===== config.mk =====
export PLATFORM = sky130hd
export DESIGN_NAME = ticket_lock_unit
export DESIGN_NICKNAME = d
export VERILOG_FILES = /design/src/rtl/tlu_pkg.sv /design/src/rtl/tlu_issue.sv /design/src/rtl/tlu_serve.sv /design/src/rtl/tlu_slot.sv /design/src/rtl/ticket_lock_unit.sv
export SDC_FILE = /design/constraint.sdc
export NUM_CORES = 1
export LEC_CHECK = 0
export BUFFER_PORTS_ARGS = -buffer_cell sky130_fd_sc_hd__clkbuf_2
export CORE_UTILIZATION = 55
export DETAILED_ROUTE_END_ITERATION = 8
export PLACE_DENSITY = 0.79
export SLEW_MARGIN = 20
export SYNTH_ARGS = -nofsm -noshare
export SYNTH_HDL_FRONTEND = slang
export SYNTH_SLANG_ARGS = --single-unit

===== constraint.sdc =====
create_clock -name clk -period 7.8 [get_ports clk]
set_clock_uncertainty 0.2 [all_clocks]
set_input_delay 1.17 -clock clk [delete_from_list [all_inputs] [get_ports clk]]
set_output_delay 1.17 -clock clk [all_outputs]
set_load 0.01 [all_outputs]

===== src/rtl/tlu_pkg.sv =====
package tlu_pkg;

  // Number of set bits of v strictly below position idx (v up to 32 agents).
  function automatic int unsigned ones_below(input logic [31:0] v, input int unsigned idx);
    int unsigned c;
    c = 0;
    for (int unsigned j = 0; j < 32; j++) begin
      if (j < idx && v[j]) c++;
    end
    return c;
  endfunction

  // Counter width for a given agent count: ceil(log2 P) + 1.
  function automatic int unsigned tkt_width(input int unsigned agents);
    return $clog2(agents) + 1;
  endfunction

endpackage


===== src/rtl/tlu_issue.sv =====
module tlu_issue #(
  parameter int unsigned N_AGENTS = 4,
  parameter int unsigned TW       = 3
) (
  input  logic                   clk,
  input  logic                   rst_n,
  input  logic [N_AGENTS-1:0]    acc_req,
  output logic [TW-1:0]          nxt_q,
  output logic [N_AGENTS*TW-1:0] tkt_d
);
  import tlu_pkg::*;

  logic [TW-1:0] nxt_d;

  // Fetch-and-increment: every accepted agent sees the old value plus its rank.
  for (genvar i = 0; i < N_AGENTS; i++) begin : g_rank
    assign tkt_d[i*TW +: TW] = nxt_q + TW'(ones_below(32'(acc_req), i));
  end

  assign nxt_d = nxt_q + TW'($countones(acc_req));

  always_ff @(posedge clk) begin
    if (!rst_n) nxt_q <= '0;
    else        nxt_q <= nxt_d;
  end
endmodule


===== src/rtl/tlu_serve.sv =====
module tlu_serve #(
  parameter int unsigned TW = 3
) (
  input  logic          clk,
  input  logic          rst_n,
  input  logic          rel_i,
  input  logic [TW-1:0] nxt_q,
  output logic [TW-1:0] srv_q,
  output logic          held,
  output logic          rel_ok,
  output logic          rel_err_q
);
  assign held   = (srv_q != nxt_q);
  assign rel_ok = rel_i && held;

  always_ff @(posedge clk) begin
    if (!rst_n) begin
      srv_q     <= '0;
      rel_err_q <= 1'b0;
    end else begin
      if (rel_ok) srv_q <= srv_q + TW'(1);
      rel_err_q <= rel_i && !held;
    end
  end
endmodule


===== src/rtl/tlu_slot.sv =====
module tlu_slot #(
  parameter int unsigned TW = 3
) (
  input  logic          clk,
  input  logic          rst_n,
  input  logic          acc,
  input  logic [TW-1:0] tkt_in,
  input  logic          rel_ok,
  input  logic [TW-1:0] srv_q,
  input  logic          poll,
  output logic          has_q,
  output logic [TW-1:0] tkt_q,
  output logic          grant,
  output logic          tkt_vld_q,
  output logic          poll_vld_q,
  output logic [TW-1:0] poll_val_q
);
  assign grant = has_q && (tkt_q == srv_q);

  always_ff @(posedge clk) begin
    if (!rst_n) begin
      has_q      <= 1'b0;
      tkt_q      <= '0;
      tkt_vld_q  <= 1'b0;
      poll_vld_q <= 1'b0;
      poll_val_q <= '0;
    end else begin
      tkt_vld_q  <= acc;
      poll_vld_q <= poll;
      if (poll) poll_val_q <= srv_q;
      if (acc) begin
        has_q <= 1'b1;
        tkt_q <= tkt_in;
      end else if (rel_ok && grant) begin
        has_q <= 1'b0;
      end
    end
  end
endmodule


===== src/rtl/ticket_lock_unit.sv =====
module ticket_lock_unit #(
  parameter int unsigned N_AGENTS = 4,
  parameter int unsigned TW       = tlu_pkg::tkt_width(N_AGENTS)
) (
  input  logic                   clk,
  input  logic                   rst_n,
  input  logic [N_AGENTS-1:0]    req_i,
  output logic [N_AGENTS-1:0]    tkt_vld_o,
  output logic [N_AGENTS*TW-1:0] tkt_o,
  output logic [N_AGENTS-1:0]    grant_o,
  input  logic                   rel_i,
  output logic                   rel_err_o,
  input  logic [N_AGENTS-1:0]    poll_i,
  output logic [N_AGENTS-1:0]    poll_vld_o,
  output logic [N_AGENTS*TW-1:0] poll_val_o,
  output logic [TW-1:0]          serve_o,
  output logic                   held_o
);
  // Named internal events, visible to the bound checker.
  logic [N_AGENTS-1:0]    has_vec;
  logic [N_AGENTS-1:0]    acc_req;
  logic [N_AGENTS*TW-1:0] tkt_d;
  logic [TW-1:0]          nxt;
  logic [TW-1:0]          srv;
  logic                   rel_ok;

  assign acc_req = req_i & ~has_vec;

  tlu_issue #(.N_AGENTS(N_AGENTS), .TW(TW)) u_issue (
    .clk(clk), .rst_n(rst_n), .acc_req(acc_req), .nxt_q(nxt), .tkt_d(tkt_d)
  );

  tlu_serve #(.TW(TW)) u_serve (
    .clk(clk), .rst_n(rst_n), .rel_i(rel_i), .nxt_q(nxt),
    .srv_q(srv), .held(held_o), .rel_ok(rel_ok), .rel_err_q(rel_err_o)
  );

  for (genvar i = 0; i < N_AGENTS; i++) begin : g_slot
    tlu_slot #(.TW(TW)) u_slot (
      .clk(clk), .rst_n(rst_n), .acc(acc_req[i]), .tkt_in(tkt_d[i*TW +: TW]),
      .rel_ok(rel_ok), .srv_q(srv), .poll(poll_i[i]),
      .has_q(has_vec[i]), .tkt_q(tkt_o[i*TW +: TW]), .grant(grant_o[i]),
      .tkt_vld_q(tkt_vld_o[i]), .poll_vld_q(poll_vld_o[i]),
      .poll_val_q(poll_val_o[i*TW +: TW])
    );
  end

  assign serve_o = srv;
endmodule


Yosys cells after proc, flatten, opt, wreduce, memory -nomap -nowiden
Cells that the tools add are included.
{"block": "classes", "add_sub_neg": 10, "eq_ne": 5, "muxes": 11, "bitwise_logic": 2, "reduce_logical": 15}
{"operator": "$add A3 B3 Y3", "count": 4}
{"operator": "$eq A3 B3 Y1", "count": 4}
{"operator": "$logic_and A1 B1 Y1", "count": 10}
{"operator": "$add A3 B1 Y3 const B", "count": 3}
{"operator": "$mux W1", "count": 9}
{"operator": "$reduce_bool A2 Y1", "count": 4}
{"operator": "$mux W3", "count": 2}
{"operator": "$add A1 B1 Y2", "count": 2}
{"operator": "$and A4 B4 Y4", "count": 1}
{"operator": "$not A4 Y4", "count": 1}
{"operator": "$add A3 B1 Y3", "count": 1}
{"operator": "$ne A3 B3 Y1", "count": 1}
{"operator": "$logic_not A1 Y1", "count": 1}
{"block": "totals", "ff_bits": 43, "input_bits": 11, "out_inout_bits": 41, "wordCells": 66}

Depth between registers and ports, before layout
Gate-level depths: netlist of run 1.
{"block": "depth", "word_depth": 8, "mapped_depth": 12, "depth_no_buf": 11}

Modules after synthesis
A second synthesis of run 1 with hierarchy kept.
{"block": "unflattened", "hier_cells": 200, "hier_area_um2": 2138.3}
{"module": "tlu_slot", "n_inst": 4, "cells_per_inst": 31, "area_per_inst_um2": 352.8, "seq_area_each_um2": 180.2}
{"module": "tlu_issue", "n_inst": 1, "cells_per_inst": 38, "area_per_inst_um2": 382.9, "seq_area_each_um2": 60.1}
{"module": "tlu_serve", "n_inst": 1, "cells_per_inst": 34, "area_per_inst_um2": 289.0, "seq_area_each_um2": 80.1}
{"module": "ticket_lock_unit", "n_inst": 1, "cells_per_inst": 4, "area_per_inst_um2": 55.1, "seq_area_each_um2": 0.0}

Worst setup path before layout of run 1
No wires, ideal clock.
{"block": "synth_timing", "path_kind": "input to register", "start": "input port req_i[1]", "end": "register g_slot[3].u_slot.tkt_q[2]", "setup_time_ps": 74, "arrival_ps": 3169, "required_ps": 7526, "path_slack_ps": 4356, "stages": 12, "path_buffers": 1, "cell_sequence": "nor2b_1 > clkbuf_1 > inv_1 > ha_1 > inv_1 > xnor2_1 > ha_1 > inv_1 > fa_1 > xor2_1 > a31o_1 > a31oi_1"}
{"block": "synth_via", "elab_chain_cells": 5}
{"element": "start: declaration", "line_no": "ticket_lock_unit.sv:7", "text": "input logic [N_AGENTS-1:0] req_i,"}
{"element": "$and A4 B4 Y4 (*)", "line_no": "ticket_lock_unit.sv:27", "text": "assign acc_req = req_i & ~has_vec;"}
{"element": "via g_slot[1].u_slot.acc", "line_no": "tlu_slot.sv:6", "text": "input logic acc,"}
{"element": "$mux W3 (*)", "line_no": "tlu_pkg.sv:8", "text": "if (j < idx && v[j]) c++;"}
{"element": "$add A3 B1 Y3", "line_no": "tlu_pkg.sv:8"}
{"element": "$mux W3 (*)", "line_no": "tlu_pkg.sv:8"}
{"element": "$add A3 B3 Y3 (*)", "line_no": "tlu_issue.sv:17", "text": "assign tkt_d[i*TW +: TW] = nxt_q + TW'(ones_below(32'(acc_req), i));"}
{"element": "end signal: assignment", "line_no": "tlu_slot.sv:33", "text": "tkt_q <= tkt_in;"}
{"element": "end: declaration", "line_no": "tlu_slot.sv:12", "text": "output logic [TW-1:0] tkt_q,"}
The timed path passes the listed nets; every way through them passes the cells marked *.
A chain may end at the register's enable or synchronous reset.

Final worst setup path of run 1
{"block": "layout_timing", "start": "input port req_i[1]", "end": "register g_slot[3].u_slot.tkt_q[2]"}
{"block": "layout_via", "elab_chain_cells": 5}
{"element": "$and A4 B4 Y4 (*)", "line_no": "ticket_lock_unit.sv:27"}
{"element": "$mux W3 (*)", "line_no": "tlu_pkg.sv:8"}
{"element": "$add A3 B1 Y3", "line_no": "tlu_pkg.sv:8"}
{"element": "$mux W3 (*)", "line_no": "tlu_pkg.sv:8"}
{"element": "$add A3 B3 Y3 (*)", "line_no": "tlu_issue.sv:17"}
Every way passes the cells marked *; elsewhere a longest branch is shown, timed or not.

==> results.json, run 1 <==
{
  "whs_ns": 0.293,
  "crit_top_cell": "inv_1",
  "status": "finished clean",
  "power.density_nw_per_um2": 293,
  "drtAntennaViolNets": 0,
  "critPathKind": "in -> reg",
  "die-area_sq_um": 4310,
  "avgRoutedWirePerCell_um": 14.1,
  "maxSlewViolCount": 0,
  "io-pin-count": 52,
  "vias": 1709,
  "first_iter_violations": 106,
  "maxCapViolCount": 0,
  "seqPwrFrac_pct": 43.6,
  "viasPerCell": 5.31,
  "crit_path_start_kind": "input pin",
  "syn_to_final_growth_pct": 10.3,
  "die_w_um": 65.6,
  "rsz0062_at_grt": "no",
  "insertion_delay_ns": 0.28,
  "cts_root_buffer": "clkbuf_8",
  "core_region_area_sq_um": 3770,
  "final_common_cell": "clkbuf_2",
  "clock_path_buffers": 2,
  "grt_pass1_vias": 1653,
  "nets": 295,
  "ir_worst_vdd_v": 0.000186,
  "path_max_fanout": 7,
  "multi_input_area_sq_um": 1140,
  "firstDrtPassIters": 4,
  "most-common-layout-cells": "clkbuf_2 (51), dfxtp_1 (43), nor2_1 (26), nand2_1 (16), mux2i_1 (14)",
  "combPwrFrac_pct": 37.6,
  "cts_inserted_buffers": 5,
  "post_cts_resized": 0,
  "path_cells": "clkbuf_2 -> nor2b_1 -> inv_1 -> ha_1 -> inv_1 -> xnor2_1 -> ha_1 -> inv_1 -> fa_1 -> xor2_1 -> a31o_1 -> a31oi_1",
  "grt_usage_pct": 23.0,
  "grt_antenna_before_repair": 0,
  "synth_ff_type": "dfxtp_1",
  "grt_max_degree": 30,
  "setup_viol": 0,
  "slew_headroom_pct": 40.0,
  "ys_warn_count": 0,
  "syn_area_sq_um": 2230,
  "fp.dieH_um": 65.6,
  "post-cts-setup-buffers": 0,
  "wl_mm": 4.53,
  "h-tree-depth": 2,
  "crit_required_ns": 7.82,
  "portBuffers": 51,
  "syn_nets": 265,
  "fillers": 338,
  "clkTransAtPathRegs_ns": 0.08,
  "syn-mean-instance-area_sq_um": 9.16,
  "gp_congestion": 0.840,
  "power.internal_mw": 0.438,
  "cts_tree": "built",
  "finalCritPeriodShare_pct": 44.9,
  "cts_hold_buf": 0,
  "grt_pass1_wl_mm": 7.51,
  "grt-ovfl-total": 0,
  "fin_ws_ns": 4.30,
  "drc": 0,
  "start_util_pct": 59.0,
  "swShare_pct": 39.1,
  "post_synth_num_cell_types": 44,
  "dp_worst_setup_slack_ns": 4.01,
  "max_freq_mhz": 286,
  "ys_ff_latch": 43,
  "regArea_sq_um": 861,
  "worst_pin_slew_ns": 0.900,
  "finalPower_mw": 0.720,
  "synth-edff-count": 0,
  "dp_hpwl_mm": 3.13,
  "switching_power_mw": 0.282,
  "layout-drive-gt1-share_pct": 24.5,
  "fin_crit_ns": 3.50,
  "cp-end-kind": "register",
  "fp-row-count": 22,
  "syn_inst": 243,
  "hp-class": "reg -> reg",
  "ys_seq_area_share_pct": 38.7,
  "hold_viol": 0,
  "async_reset_ff_share_pct": 0,
  "worst_path_max_delay_cell": "nor2b_1",
  "clock_sinks": 43,
  "cp.arrival_ns": 3.52,
  "crit_path_max_incr_delay_ns": 0.40,
  "num_antenna_cells": 0,
  "cellLeakagePower_nw": 1.20,
  "fin_setup_tns_ns": 0,
  "clockPowerShare_pct": 18.8
}
cell type report:
| type | instances | area share [%] |
|---|---|---|
| Tap cell | 48 | 2.45 |
| Clock buffer | 6 | 2.95 |
| Clock inverter | 2 | 0.509 |
| Sequential cell | 43 | 35.0 |
| Multi-Input combinational cell | 159 | 46.5 |
| Inverter | 12 | 1.83 |
| Timing Repair Buffer | 52 | 10.7 |
cell usage after synthesis (4+ instances only):
cell      instances  area share, %
ha_1              9            5.1
o21ai_0           7            1.6
clkbuf_1          6            1.0
and3_1            9            2.5
a21oi_1           7            1.6
nand3_1           4           0.90
nand2_1          16            2.7
nand4_1           4            1.1
xor2_1           13            5.1
a31oi_2           4            2.2
and2_1            6            1.7
nor2b_1           4            1.1
buf_2             6            1.3
xnor2_1           8            3.1
dfxtp_1          43             39
buf_4            12            4.0
nor2_1           26            4.4
inv_1            11            1.9
mux2i_1          14            6.3
per-stage QoR:
| stage | std cells | instance area, sq um | util [%] |
|---|---|---|---|
| CTS | 322 | 2460 | 65.1 |
| finish | 322 | 2460 | 65.1 |
| floorplan | 243 | 2230 | - |
| global route | 322 | 2460 | 65.1 |
| detailed placement | 314 | 2370 | 62.9 |
| global placement | 314 | 2370 | 62.9 |
final timing paths:
| path | from | endpoint | slack (ns) | cells after the start |
|---|---|---|---|---|
| hold / removal | g_slot[0].u_slot.tkt_q[2] | g_slot[0].u_slot.tkt_q[2] | 0.29 | 2 |
| hold reg to reg | g_slot[0].u_slot.tkt_q[2] | g_slot[0].u_slot.tkt_q[2] | 0.29 | 2 |
| setup reg to reg | g_slot[1].u_slot.has_q | g_slot[3].u_slot.tkt_q[2] | 4.94 | 11 |
| setup / recovery | req_i[1] | g_slot[3].u_slot.tkt_q[2] | 4.30 | 12 |
power groups by stage:
stage / Combinational [mW] / Sequential (mW) / Clock [mW]
6_report: 0.271 / 0.314 / 0.135
5_1_grt: 0.303 / 0.321 / 0.148
4_1_cts: 0.271 / 0.314 / 0.140
3_5_place_dp: 0.269 / 0.319 / 0
3_3_place_gp: 0.262 / 0.318 / 0
2_1_floorplan: 0.225 / 0.302 / 0
worst max-delay path: cells and delay by family:
family / cells / cell delay (ns)
adder cells (fa/ha/maj): 3 / 0.91
buffers and inverters: 4 / 0.37
AND/OR/NAND/NOR: 1 / 0.40
XOR/XNOR: 2 / 0.32
AO/OA/AOI/OAI: 2 / 0.34
cells by family after synthesis:
| kind of cell | share of synthesized area [%] |
|---|---|
| buffers and inverters | 10.0 |
| XOR/XNOR | 8.99 |
| AO/OA/AOI/OAI | 9.78 |
| adder cells (fa/ha/maj) | 6.86 |
| flip-flops | 38.7 |
| AND/OR/NAND/NOR | 19.4 |
| multiplexers | 6.30 |
state kept, by name (all words and copies together) (netlist names):
register and count:
u_serve.rel_err_q 1, g_slot.u_slot.has_q 4, g_slot.u_slot.tkt_q 12, g_slot.u_slot.poll_vld_q 4, u_serve.srv_q 3, g_slot.u_slot.tkt_vld_q 4, g_slot.u_slot.poll_val_q 12, u_issue.nxt_q 3
per-layer routing:
layer	vias to the layer above	GRT usage, %	wire [um]
met2	30	38.3	2140
met1	812	29.5	2230
met4	0	8.70	23
met3	2	3.99	134
met5	-	0	0
li1	865	-	-
Power figures use the tool's default switching activity.
==> run 2, diff against run 1 <==
--- a/config.mk
+++ b/config.mk
@@ -6,9 +6,9 @@
 export NUM_CORES = 1
 export LEC_CHECK = 0
 export BUFFER_PORTS_ARGS = -buffer_cell sky130_fd_sc_hd__clkbuf_2
-export CORE_UTILIZATION = 55
+export CORE_UTILIZATION = 48
 export DETAILED_ROUTE_END_ITERATION = 8
-export PLACE_DENSITY = 0.79
+export PLACE_DENSITY = 0.73
 export SLEW_MARGIN = 20
 export SYNTH_ARGS = -nofsm -noshare
 export SYNTH_HDL_FRONTEND = slang
==> constraint.sdc (replaced) <==
create_clock -name clk -period 3.2 [get_ports clk]
set_clock_uncertainty 0.2 [all_clocks]
set_input_delay 0.48 -clock clk [delete_from_list [all_inputs] [get_ports clk]]
set_output_delay 0.48 -clock clk [all_outputs]
set_load 0.01 [all_outputs]
==> run 2 against run 1 <==
Die area is 14% higher. Sequential cell count stayed put. Non-clock buffer count is 7 higher. Final area is 4.3% higher. Combinational power grew to 2.6 times the previous value. Via count is 1.5% higher. Sequential share of layout area is 1.4 points lower. Wire length is 1.3% higher. Final cell count is 3.4% higher. Register-to-register slack worse by 4.3 ns. Worst hold slack worse by 0.019 ns. Sequential power is 130% higher. Critical endpoint unchanged. Highest routed layer unchanged.
==> results.json, run 2 (synthesized netlist as in run 1, its figures left out) <==
{
  "cts_tree": "built",
  "switching_power_mw": 0.687,
  "fp.dieH_um": 70.1,
  "clockPowerShare_pct": 25.6,
  "dp_hpwl_mm": 3.18,
  "num_antenna_cells": 0,
  "nets": 302,
  "reg.largest.list": "g_slot.u_slot.poll_val_q: 12 flops, g_slot.u_slot.tkt_q: 12 flops",
  "syn_to_final_growth_pct": 15.1,
  "post-cts-setup-buffers": 0,
  "crit_path_max_incr_delay_ns": 0.37,
  "vias": 1734,
  "firstDrtPassIters": 4,
  "whs_path_depth": 2,
  "drc": 0,
  "rr_endpoint": "g_slot[3].u_slot.tkt_q[2]",
  "dpl.cell_count": 325,
  "power.internal_mw": 1.24,
  "ir_worst_vdd_v": 0.000381,
  "path_max_fanout": 6,
  "hp-class": "in -> reg",
  "status": "finished clean",
  "critPathKind": "reg -> reg",
  "first_iter_violations": 84,
  "hold_viol": 0,
  "clock_sinks": 43,
  "insertion_delay_ns": 0.29,
  "viasPerCell": 5.21,
  "fin_setup_tns_ns": 0,
  "core_region_area_sq_um": 4410,
  "path_delay_family": "adder cells",
  "worst_pin_slew_ns": 0.922,
  "cts_root_buffer": "clkbuf_8",
  "seqPwrFrac_pct": 38.1,
  "wl_mm": 4.59,
  "fin_util_pct": 58.0,
  "post_cts_resized": 0,
  "die-area_sq_um": 4910,
  "cellLeakagePower_nw": 1.26,
  "busiest_layer": "met2",
  "whs_endpoint": "g_slot[3].u_slot.poll_vld_q",
  "gp_congestion": 0.805,
  "setup_viol": 0,
  "rrSetupSlack_ns": 0.61,
  "rsz0062_at_grt": "no",
  "r2r-start": "g_slot[0].u_slot.has_q",
  "power.density_nw_per_um2": 752,
  "combPwrFrac_pct": 36.3,
  "fp-row-count": 24,
  "cp-end-kind": "register",
  "portBuffers": 51,
  "ff2ff_path_depth": 11,
  "max_freq_mhz": 386,
  "finalCritPeriodShare_pct": 80.9,
  "path_cells": "nor2b_1 -> inv_2 -> ha_1 -> inv_1 -> xnor2_1 -> ha_1 -> inv_1 -> fa_1 -> xor2_1 -> a31o_1 -> a31oi_1",
  "use_met2_pct": 33.2,
  "path_buf_inv": 3,
  "grt_max_degree": 30,
  "crit_path_start_kind": "register",
  "drtAntennaViolNets": 0,
  "cp.arrival_ns": 2.61,
  "worst_path_max_delay_cell": "fa_1",
  "cts_hold_buf": 0,
  "cts_inserted_buffers": 5,
  "gr-usage-met3_pct": 4.47,
  "grt-ovfl-total": 0,
  "layout-drive-gt1-share_pct": 26.3,
  "grt_antenna_before_repair": 0,
  "die_w_um": 70.1,
  "io-pin-count": 52,
  "maxSlewViolCount": 0,
  "grt_pass1_wl_mm": 7.78,
  "fin_crit_ns": 2.59,
  "most-common-layout-cells": "clkbuf_2 (51), dfxtp_1 (43), nor2_1 (26), nand2_1 (16), mux2i_1 (14)",
  "design_area_sq_um": 2560,
  "start_util_pct": 50.4,
  "dpl_cell_area_sq_um": 2430,
  "h-tree-depth": 2,
  "maxCapViolCount": 0,
  "clock_path_buffers": 2,
  "crit_required_ns": 3.22,
  "grt_pass1_vias": 1662,
  "swShare_pct": 35.7,
  "avgRoutedWirePerCell_um": 13.8,
  "slew_headroom_pct": 38.5,
  "clkTransAtPathRegs_ns": 0.08,
  "final_common_cell": "clkbuf_2",
  "holdCritStartpoint": "poll_i[3]",
  "grt_usage_pct": 20.0,
  "fin_cells": 333,
  "met1_usage_pct": 26.0
}
==> run 2: worst reg2reg max path, cell delays in order, from the launching register on <==
cell and delay (ns):
dfxtp_1 0.35, nor2b_1 0.18, inv_2 0.09, ha_1 0.35
inv_1 0.10, xnor2_1 0.16, ha_1 0.16, inv_1 0.05
fa_1 0.37, xor2_1 0.17, a31o_1 0.21, a31oi_1 0.15
==> run 2: through the flow <==
| stage | hold WS [ns] | total power, mW | setup slack (ns) |
|---|---|---|---|
| after global routing | 0.281 | 2.06 | 0.433 |
| after floorplan | 0.303 | 1.29 | 0.446 |
| after global placement | 0.275 | 1.43 | 0.422 |
| after CTS | 0.272 | 1.94 | 0.594 |
| after detailed placement | 0.282 | 1.44 | 0.347 |
| final | 0.274 | 1.92 | 0.612 |
==> run 2: final cells by class <==
type	instances	area, sq um
fill	411	1850
multi-input combinational	159	1140
timing repair buffer	59	315
sequential	43	861
inverter	12	45.0
clock buffer	6	72.6
tap	52	65.1
clock inverter	2	60.1
==> run 2: routing by layer <==
layer  part of all wire (%)  up-vias  wire length (um)
met4                    1.3        0                59
met3                    3.8        7               176
li1                       -      874                 -
met2                     46       43              2130
met1                     48      810              2220
met5                      0        -                 0
==> run 2: worst max-delay path by stage <==
stage | start | endpoint | slack (ns) | cells after the start
floorplan | req_i[1] | g_slot[3].u_slot.tkt_q[2] | 0.45 | 12
global placement | req_i[0] | g_slot[3].u_slot.tkt_q[2] | 0.42 | 12
detailed placement | req_i[0] | g_slot[3].u_slot.tkt_q[2] | 0.35 | 12
CTS | g_slot[0].u_slot.has_q | g_slot[3].u_slot.tkt_q[2] | 0.59 | 11
global route | g_slot[0].u_slot.has_q | g_slot[3].u_slot.tkt_q[2] | 0.43 | 11
finish | g_slot[0].u_slot.has_q | g_slot[3].u_slot.tkt_q[2] | 0.61 | 11
==> run 2: power by group through the flow <==
stage | registers (mW) | logic [mW] | clock network [mW]
finish | 0.733 | 0.700 | 0.493
global route | 0.751 | 0.782 | 0.527
CTS | 0.733 | 0.704 | 0.504
detailed placement | 0.746 | 0.698 | 0
global placement | 0.745 | 0.690 | 0
floorplan | 0.737 | 0.548 | 0
